[src/rtl/lux_irq_pkg.sv]
package lux_irq_pkg;
  localparam int DATA_W    = 16;
  localparam int PERSIST_W = 4;
  localparam int ADDR_W    = 4;

  localparam logic [ADDR_W-1:0] ADDR_LOW_BASE  = 4'h2;
  localparam logic [ADDR_W-1:0] ADDR_HIGH_BASE = 4'h4;
  localparam logic [ADDR_W-1:0] ADDR_CTRL      = 4'h6;
  localparam logic [7:0]        PWR_RUN        = 8'h03;

  typedef enum logic [1:0] {
    MODE_OFF   = 2'd0,
    MODE_LEVEL = 2'd1,
    MODE_ALERT = 2'd2,
    MODE_TEST  = 2'd3
  } irq_mode_e;
endpackage

[src/rtl/lux_irq_regs.sv]
module lux_irq_regs
  import lux_irq_pkg::*;
#(
  parameter int DW = DATA_W,
  parameter int PW = PERSIST_W
) (
  input  logic              clk,
  input  logic              rst_n,
  input  logic              wr_en,
  input  logic [ADDR_W-1:0] wr_addr,
  input  logic [7:0]        wr_data,
  input  logic              cmd_valid,
  input  logic [7:0]        cmd_byte,
  output logic [DW-1:0]     lo_bound_o,
  output logic [DW-1:0]     hi_bound_o,
  output irq_mode_e         mode_o,
  output logic [PW-1:0]     persist_o,
  output logic              clr_o
);
  localparam int NBYTES = DW / 8;

  logic [DW-1:0] lo_q, lo_n, hi_q, hi_n;
  irq_mode_e     mode_q, mode_n;
  logic [PW-1:0] pers_q, pers_n;
  logic          unused_bits;

  assign unused_bits = ^{wr_data[3:2], cmd_byte[5:0]};

  always_comb begin
    lo_n   = lo_q;
    hi_n   = hi_q;
    mode_n = mode_q;
    pers_n = pers_q;
    if (wr_en) begin
      for (int b = 0; b < NBYTES; b++) begin
        if (wr_addr == ADDR_W'(ADDR_LOW_BASE + b))  lo_n[b*8 +: 8] = wr_data;
        if (wr_addr == ADDR_W'(ADDR_HIGH_BASE + b)) hi_n[b*8 +: 8] = wr_data;
      end
      if (wr_addr == ADDR_CTRL) begin
        mode_n = irq_mode_e'(wr_data[1:0]);
        pers_n = wr_data[4 +: PW];
      end
    end
  end

  always_ff @(posedge clk or negedge rst_n) begin
    if (!rst_n) begin
      lo_q   <= '0;
      hi_q   <= '0;
      mode_q <= MODE_OFF;
      pers_q <= '0;
    end else begin
      lo_q   <= lo_n;
      hi_q   <= hi_n;
      mode_q <= mode_n;
      pers_q <= pers_n;
    end
  end

  assign clr_o      = cmd_valid && cmd_byte[7] && cmd_byte[6];
  assign lo_bound_o = lo_q;
  assign hi_bound_o = hi_q;
  assign mode_o     = mode_q;
  assign persist_o  = pers_q;
endmodule

[src/rtl/lux_irq_window.sv]
module lux_irq_window #(
  parameter int DW = 16
) (
  input  logic [DW-1:0] sample_i,
  input  logic [DW-1:0] lo_bound_i,
  input  logic [DW-1:0] hi_bound_i,
  output logic          outside_o
);
  logic below, above;
  assign below     = sample_i < lo_bound_i;
  assign above     = sample_i > hi_bound_i;
  assign outside_o = below || above;
endmodule

[src/rtl/lux_irq_persist.sv]
module lux_irq_persist
  import lux_irq_pkg::*;
#(
  parameter int PW = PERSIST_W
) (
  input  logic          clk,
  input  logic          rst_n,
  input  logic          clr_i,
  input  logic          eoi_i,
  input  logic          outside_i,
  input  logic          pwr_on_i,
  input  irq_mode_e     mode_i,
  input  logic [PW-1:0] persist_i,
  output logic          pend_o,
  output logic [PW-1:0] cnt_o
);
  logic [PW-1:0] cnt_q, cnt_n;
  logic          pend_q, pend_n;
  logic [PW:0]   cnt_inc;
  logic          eval_en;
  logic          reach;

  assign eval_en = pwr_on_i && (mode_i == MODE_LEVEL || mode_i == MODE_ALERT);
  assign cnt_inc = {1'b0, cnt_q} + 1'b1;
  assign reach   = cnt_inc >= {1'b0, persist_i};

  always_comb begin
    cnt_n  = cnt_q;
    pend_n = pend_q;
    if (clr_i) begin
      cnt_n  = '0;
      pend_n = 1'b0;
    end else if (mode_i == MODE_TEST) begin
      cnt_n  = '0;
      pend_n = 1'b1;
    end else if (!eval_en) begin
      cnt_n  = '0;
    end else if (eoi_i && !pend_q) begin
      if (persist_i == '0) begin
        pend_n = 1'b1;
      end else if (outside_i) begin
        cnt_n = cnt_inc[PW] ? '1 : cnt_inc[PW-1:0];
        if (reach) pend_n = 1'b1;
      end else begin
        cnt_n = '0;
      end
    end
  end

  always_ff @(posedge clk or negedge rst_n) begin
    if (!rst_n) begin
      cnt_q  <= '0;
      pend_q <= 1'b0;
    end else begin
      cnt_q  <= cnt_n;
      pend_q <= pend_n;
    end
  end

  assign pend_o = pend_q;
  assign cnt_o  = cnt_q;

  assert_clear_R7: assert property (@(posedge clk) disable iff (!rst_n)
    clr_i |=> !pend_o);
  assert_latch_R7: assert property (@(posedge clk) disable iff (!rst_n)
    (pend_o && !clr_i) |=> pend_o);
  assert_power_idle_R8: assert property (@(posedge clk) disable iff (!rst_n)
    !pwr_on_i |=> (cnt_o == '0));
  assert_saturate_R5: assert property (@(posedge clk) disable iff (!rst_n)
    (pend_o && !clr_i && eval_en) |=> (cnt_o == $past(cnt_o)));
  assert_test_force_R11: assert property (@(posedge clk) disable iff (!rst_n)
    (mode_i == MODE_TEST && !clr_i) |=> pend_o);
endmodule

[src/rtl/lux_irq_top.sv]
module lux_irq_top
  import lux_irq_pkg::*;
#(
  parameter int DW = DATA_W,
  parameter int PW = PERSIST_W
) (
  input  logic              clk,
  input  logic              rst_n,
  input  logic              wr_en,
  input  logic [ADDR_W-1:0] wr_addr,
  input  logic [7:0]        wr_data,
  input  logic              cmd_valid,
  input  logic [7:0]        cmd_byte,
  input  logic [7:0]        pwr_ctrl,
  input  logic              eoi,
  input  logic [DW-1:0]     result,
  output logic              irq_o,
  output logic              stat_o
);
  logic [DW-1:0] lo_bound, hi_bound;
  irq_mode_e     mode;
  logic [PW-1:0] persist, cnt;
  logic          clr, outside, pwr_on, pend;

  assign pwr_on = (pwr_ctrl == PWR_RUN);

  lux_irq_regs #(.DW(DW), .PW(PW)) u_regs (
    .clk(clk), .rst_n(rst_n), .wr_en(wr_en), .wr_addr(wr_addr), .wr_data(wr_data),
    .cmd_valid(cmd_valid), .cmd_byte(cmd_byte), .lo_bound_o(lo_bound),
    .hi_bound_o(hi_bound), .mode_o(mode), .persist_o(persist), .clr_o(clr)
  );

  lux_irq_window #(.DW(DW)) u_win (
    .sample_i(result), .lo_bound_i(lo_bound), .hi_bound_i(hi_bound), .outside_o(outside)
  );

  lux_irq_persist #(.PW(PW)) u_pers (
    .clk(clk), .rst_n(rst_n), .clr_i(clr), .eoi_i(eoi), .outside_i(outside),
    .pwr_on_i(pwr_on), .mode_i(mode), .persist_i(persist), .pend_o(pend), .cnt_o(cnt)
  );

  assign stat_o = pend;
  assign irq_o  = pend && (mode == MODE_LEVEL || mode == MODE_TEST);

  assert_mode_off_R9: assert property (@(posedge clk) disable iff (!rst_n)
    (mode == MODE_OFF) |=> (cnt == '0));
  assert_no_set_unpowered_R8: assert property (@(posedge clk) disable iff (!rst_n)
    (!pwr_on && mode != MODE_TEST && !stat_o) |=> !stat_o);
endmodule

[config.mk]
export PLATFORM = sky130hd
export DESIGN_NAME = lux_irq_top
export DESIGN_NICKNAME = d
export VERILOG_FILES = /design/src/rtl/lux_irq_pkg.sv /design/src/rtl/lux_irq_regs.sv /design/src/rtl/lux_irq_window.sv /design/src/rtl/lux_irq_persist.sv /design/src/rtl/lux_irq_top.sv
export SDC_FILE = /design/constraint.sdc
export NUM_CORES = 1
export LEC_CHECK = 0
export BUFFER_PORTS_ARGS = -buffer_cell sky130_fd_sc_hd__clkbuf_2
export CORE_UTILIZATION = 40
export CTS_CLUSTER_DIAMETER = 150
export CTS_CLUSTER_SIZE = 10
export DETAILED_ROUTE_END_ITERATION = 10
export GPL_TIMING_DRIVEN = 0
export PLACE_DENSITY = 0.65
export SYNTH_ARGS = -nofsm -noshare
export SYNTH_HDL_FRONTEND = slang
export SYNTH_HIERARCHICAL = 1
export SYNTH_SLANG_ARGS = --single-unit
[constraint.sdc]
create_clock -name clk -period 2.4 [get_ports clk]
set_input_delay 0.48 -clock clk [delete_from_list [all_inputs] [get_ports clk]]
set_output_delay 0.48 -clock clk [all_outputs]
set_load 0.03 [all_outputs]
==> results of run 1 <==
-- power breakdown --
group | internal [µW] | switching (µW)
logic | 368 | 360
clock network | 226 | 249
registers | 877 | 95.3
total | 1470 | 705
-- sequential cells by signal (all words and copies together), names as in the netlist --
name,flops
u_regs/hi_bound_o,16
u_regs/lo_bound_o,16
u_pers/cnt_o,4
u_regs/persist_o,4
u_regs/mode_o,2
u_pers/pend_o,1
-- layout make-up --
cell class / count / share of cell area
Sequential cell: 43 / 0.339
Multi-Input combinational cell: 163 / 0.485
Inverter: 37 / 0.0437
Clock inverter: 1 / 0.00157
Clock buffer: 6 / 0.0260
Tap cell: 77 / 0.0303
Timing Repair Buffer: 44 / 0.0693
Buffer: 2 / 0.00512
-- how the worst max path moves through the flow --
stage / start / to / cells after the start
after detailed placement: result[9] / u_pers/pend_o / 10
final: u_regs/hi_bound_o[1] / u_pers/pend_o / 10
after global placement: result[9] / u_pers/pend_o / 10
after floorplan: result[1] / u_pers/pend_o / 9
after CTS: u_regs/lo_bound_o[9] / u_pers/pend_o / 10
after global routing: u_regs/hi_bound_o[1] / u_pers/pend_o / 10
-- placed cells by master (no fill, tap or decap), drive strengths merged, types with 2 or more instances in the layout --
| cell | instances |
|---|---|
| a211oi | 3 |
| dfrtp | 43 |
| a21oi | 15 |
| ha | 37 |
| clkbuf | 50 |
| o211ai | 2 |
| a211o | 2 |
| nand2 | 10 |
| nor4 | 4 |
| mux2 | 38 |
| nand4 | 5 |
| a31oi | 2 |
| xor2 | 2 |
| nor3b | 4 |
| nor2b | 2 |
| nor3 | 3 |
| o21ai | 7 |
| nand3 | 4 |
| and3 | 3 |
| nand3b | 3 |
| nor2 | 6 |
| mux2i | 2 |
| buf | 2 |
| inv | 37 |
-- logic make-up after synthesis --
logic type | Yosys count | share of synthesized area
compound gates | 36 | 0.0819
xor+xnor | 2 | 0.00637
fa+ha+maj | 37 | 0.168
buf+inv | 39 | 0.0564
flops | 43 | 0.391
mux | 40 | 0.174
simple gates | 48 | 0.122
-- routing by layer --
layer | global-route usage | part of all wire
met5 | 0 | 0
met4 | 0.0693 | 0.018
met3 | 0.0311 | 0.028
met2 | 0.279 | 0.46
met1 | 0.238 | 0.49
-- metrics by stage --
| step | utilization | TNS (ns) | cell area [µm²] | total power (µW) | setup slack (ns) |
|---|---|---|---|---|---|
| after floorplan | - | 0 | 2750 | 1490 | 0.255 |
| after global placement | 0.472 | -0.282 | 3070 | 1670 | -0.171 |
| after detailed placement | 0.472 | -0.372 | 3070 | 1700 | -0.172 |
| after CTS | 0.485 | 0 | 3150 | 2190 | 0.0363 |
| after global routing | 0.489 | 0 | 3180 | 2360 | 0.00560 |
| final | 0.489 | 0 | 3180 | 2180 | 0.167 |
-- what timing repair did --
action	4_1_cts	5_1_grt
endpoints found under the hold margin	0	0
gates resized for setup	0	4
setup endpoints to repair	0	5
==> impl_metrics.toml, run 1 <==
[power_and_ir_drop]
powerDensity_mw_per_mm2 = 685
ir_worst_vdd_mv = 0.339
p_leak_uw = 0.00162

[placement]
hpwl_mm = 4.43
place.gp.congestion = 0.793
portBuffers = 44
place_inst = 366

[floorplan]
ios = 51
fp-row-count = 29
dieArea_mm2 = 0.00721
start_util = 0.423
fp.dieW_um = 84.9
core-area_mm2 = 0.00649
die_h_um = 84.9

[worst_setup_path]
endpoint_kind = "register"
r2r_end = "u_pers/pend_o"
ff2ff_setup_slack_ns = 0.17
critical_path_required_ns = 2.63
r2r_start = "u_regs/hi_bound_o[1]"
critPathSlowestCell = "a2111o_1"
arrival_ns = 2.46
worst-path-max-fanout = 3
crit_buf_inv = 2
startpoint_type = "register"
crit_top_cell = "inv_1"
path_delay_family = "compound AO/OA/AOI/OAI gates"
path_cells = "inv_1, ha_1, nor2b_1, o211ai_1, a2111o_1, o211a_1, o32ai_4, inv_1, a211o_1, a31oi_1"
crit_type = "reg -> reg"
reg2regPathDepth = 10
max_stage_delay_ns = 0.39

[sta]
rsz0062_at_grt = "false"
tightestPinTransition_ns = 1.09
timing.hold.ws_ns = 0.368
clock-skew-final_ns = 0.00618
min_period_ns = 2.23
hold_viol_final = 0
maxSlewViolCount = 0
fmax_ghz = 0.448
setup_violations = 0
slew_headroom = 0.274
min_period_over_period = 0.930

[cells_and_area]
stdcell_count = 373
fillCellCount = 600
multiInputGateArea_mm2 = 0.00154
antenna_cells = 0
post_route_cells_drive_above_1_share = 0.341
syn2layout_area_growth_pct = 15.6
layout.nets = 382
register_area_mm2 = 0.00108

[yosys]
synth_top_area_share = 0.391
ys_warn_count = 6
synth_top_cell_by_area = "dfrtp_1"
synthFlopType = "dfrtp_1"
yosysMostFrequentCell = "dfrtp_1"
syn_nets = 331
syn_area_per_cell_um2 = 11.2
seq_area_frac_synth = 0.391
yosys.cell_types.count = 42
synth.area.top_cells = "dfrtp_1 39%, ha_1 17%, mux2_2 12%"
synth_common_cells = "43 x dfrtp_1, 37 x ha_1, 37 x inv_1, 30 x mux2_2, 15 x a21oi_1"
synth.ff_latch_count = 43
synth_area_mm2 = 0.00275
async_flop_share = 1.00
synthCells = 245
synth_edf_count = 0

[clock_network]
clock_sinks = 43
postCtsHoldBufs = 0
cts_tree = "built"
clk_pin_slew_ns = 0.08
root_buffer = "clkbuf_8"
post_cts_buffers = 0
clkLatencyLatePin_ns = 0.30
cts_buffers = 5
htree_levels = 2
clock_path_buffers = 2

[worst_hold_path]
hp-class = "in -> async"

[status]
outcome = "finished with violations"
failed_checks = "design-rule violations"

[global_routing]
grt_usage = 0.175
overflow = 0
grt_max_degree = 44
grt_pass1_vias = 1981
grt_pass1_wl_mm = 9.54
antenna_found_initial = 0

[run]
drv_cap = 0

[detailed_routing]
first_pass_iters = 7
drc = 4
viasPerCell = 5.22
wl_per_cell_um = 15.2
drt_iter0_drc = 53
detail-route-antenna-nets = 0
routed_wl_mm = 5.69
num_vias = 1946
Note: power is estimated with default switching activity, not from simulation.
==> run 2, diff against run 1 <==
--- a/config.mk
+++ b/config.mk
@@ -7,6 +7,7 @@
 export LEC_CHECK = 0
 export BUFFER_PORTS_ARGS = -buffer_cell sky130_fd_sc_hd__clkbuf_2
 export CORE_UTILIZATION = 40
+export CTS_BUF_LIST = sky130_fd_sc_hd__clkbuf_4
 export CTS_CLUSTER_DIAMETER = 150
 export CTS_CLUSTER_SIZE = 10
 export DETAILED_ROUTE_END_ITERATION = 10
==> run 2 against run 1 <==
Effect of this change:
- the run still ends with design-rule violations left
- first-iteration DRC count rose by 19%
- highest routed layer unchanged
- routed wire length down 0.44%
- register-to-register slack about the same
- count of clock-buffer cells in the layout is 1 lower
==> impl_metrics.toml, run 2 (synthesis gave the netlist of run 1 again) <==
[worst_setup_path]
path_cells = "inv_1, ha_1, nor2b_1, o211ai_1, a2111o_1, o211a_1, o32ai_4, inv_2, a211o_1, a31oi_1"
critical_path_required_ns = 2.68
endpoint_kind = "register"
critical_path_depth = 10
path_delay_family = "compound AO/OA/AOI/OAI gates"
critPathSlowestCell = "a2111o_1"
arrival_ns = 2.50
startpoint_type = "register"
max_stage_delay_ns = 0.39
worst-path-max-fanout = 3
crit_type = "reg -> reg"
crit_buf_inv = 2
reg2regPathDepth = 10

[clock_network]
post_cts_buffers = 0
clock_sinks = 43
root_buffer = "clkbuf_4"
cts_tree = "built"
htree_levels = 2
cts_buffers = 5
clk_pin_slew_ns = 0.12
clkLatencyLatePin_ns = 0.35
postCtsHoldBufs = 0
clock_path_buffers = 2

[sta]
hold_viol_final = 0
min_period_over_period = 0.928
setup_violations = 0
tightestPinTransition_ns = 1.12
worst_slack_ns = 0.173
rsz0062_at_grt = "false"
slew_headroom = 0.254
clock-skew-final_ns = 0.00783
finalSetupTns_ns = 0
min_period_ns = 2.23
fmax_ghz = 0.449
maxSlewViolCount = 0

[placement]
place_ws_ns = -0.172
place.gp.congestion = 0.793
hpwl_mm = 4.43
portBuffers = 44

[status]
failed_checks = "design-rule violations"
outcome = "finished with violations"

[run]
drv_cap = 0

[floorplan]
ios = 51
fp.dieW_um = 84.9
start_util = 0.423
core-area_mm2 = 0.00649
die_h_um = 84.9
dieArea_mm2 = 0.00721
fp-row-count = 29

[cells_and_area]
fillCellCount = 612
fin_util = 0.483
post_route_cells_drive_above_1_share = 0.341
layout_commonest_cell = "clkbuf_2"
layout.nets = 382
antenna_cells = 0
syn2layout_area_growth_pct = 14.1
final_cell_mix = "44 x clkbuf_2, 43 x dfrtp_1, 37 x ha_1, 36 x inv_1, 30 x mux2_2"

[detailed_routing]
viasPerCell = 5.22
drt_iter0_drc = 63
num_vias = 1947
routed_wl_mm = 5.66
drc = 4
detail-route-antenna-nets = 0
wl_per_cell_um = 15.2
first_pass_iters = 7

[global_routing]
grt_max_degree = 44
grt_pass1_vias = 1955
overflow = 0
grt_usage = 0.171
antenna_found_initial = 0
grt_pass1_wl_mm = 9.37

[power_and_ir_drop]
power_uw = 2040
powerDensity_mw_per_mm2 = 649
ir_worst_vdd_mv = 0.296
p_leak_uw = 0.00160

[worst_hold_path]
hp-class = "in -> async"
## run 2: changes by cell type in the layout (fill, tap and decap cells not counted), sizes merged
cell,change
clkbuf,-1
clkinv,+1
## run 2: power breakdown
group          switching [µW]  leakage (µW)  internal [µW]
registers                96.3      0.000536            876
clock network             228     0.0000285            104
logic                     362       0.00104            368
total                     686       0.00160           1350
## run 2: final timing paths
| kind | from | end | slack [ns] |
|---|---|---|---|
| setup / recovery | u_regs/hi_bound_o[1] | u_pers/pend_o | 0.17 |
| hold / removal | rst_n | u_regs/lo_bound_o[0] | 0.33 |
| setup reg to reg | u_regs/hi_bound_o[1] | u_pers/pend_o | 0.17 |
| hold reg to reg | u_regs/lo_bound_o[1] | u_regs/lo_bound_o[1] | 0.52 |
| max in group asynchronous | rst_n | u_regs/lo_bound_o[13] | 1.40 |
| min in group clk | wr_data[3] | u_regs/lo_bound_o[3] | 0.43 |
## run 2: metrics by stage
step                      cell area [µm²]  cells  hold slack [ns]
after floorplan                      2750    245            0.184
after global placement               3070    366            0.489
after detailed placement             3070    366            0.493
after CTS                            3110    373            0.342
after global routing                 3140    373            0.383
final                                3140    373            0.325
## run 2: cell type report
| class | count | area (µm²) | share of cell area |
|---|---|---|---|
| plain buffers | 2 | 16.3 | 0.00519 |
| well taps | 77 | 96.3 | 0.0307 |
| multi-input cells | 163 | 1540 | 0.492 |
| repair buffers | 44 | 220 | 0.0702 |
| clock buffers | 5 | 37.5 | 0.0120 |
| inverters | 37 | 139 | 0.0443 |
| clock inverters | 2 | 8.76 | 0.00279 |
| flip-flops and latches | 43 | 1080 | 0.343 |
## run 2: worst register-to-register path: stages, from the launching register on
cell and delay [ns]:
dfrtp_1 0.37, inv_1 0.05, ha_1 0.28, nor2b_1 0.15, o211ai_1 0.10, a2111o_1 0.39, o211a_1 0.17, o32ai_4 0.18
inv_2 0.07, a211o_1 0.26, a31oi_1 0.14
## run 2: metal layers
metal,share of wire,wire (µm),GRT usage
met1,0.49,2800,0.239
met2,0.46,2620,0.271
met3,0.029,166,0.0311
met4,0.013,73,0.0508
met5,0,0,0
## run 2: repair_timing
action	in CTS	in global routing
hold endpoints to repair	0	0
gates resized for setup	0	5
setup endpoints to repair	0	5
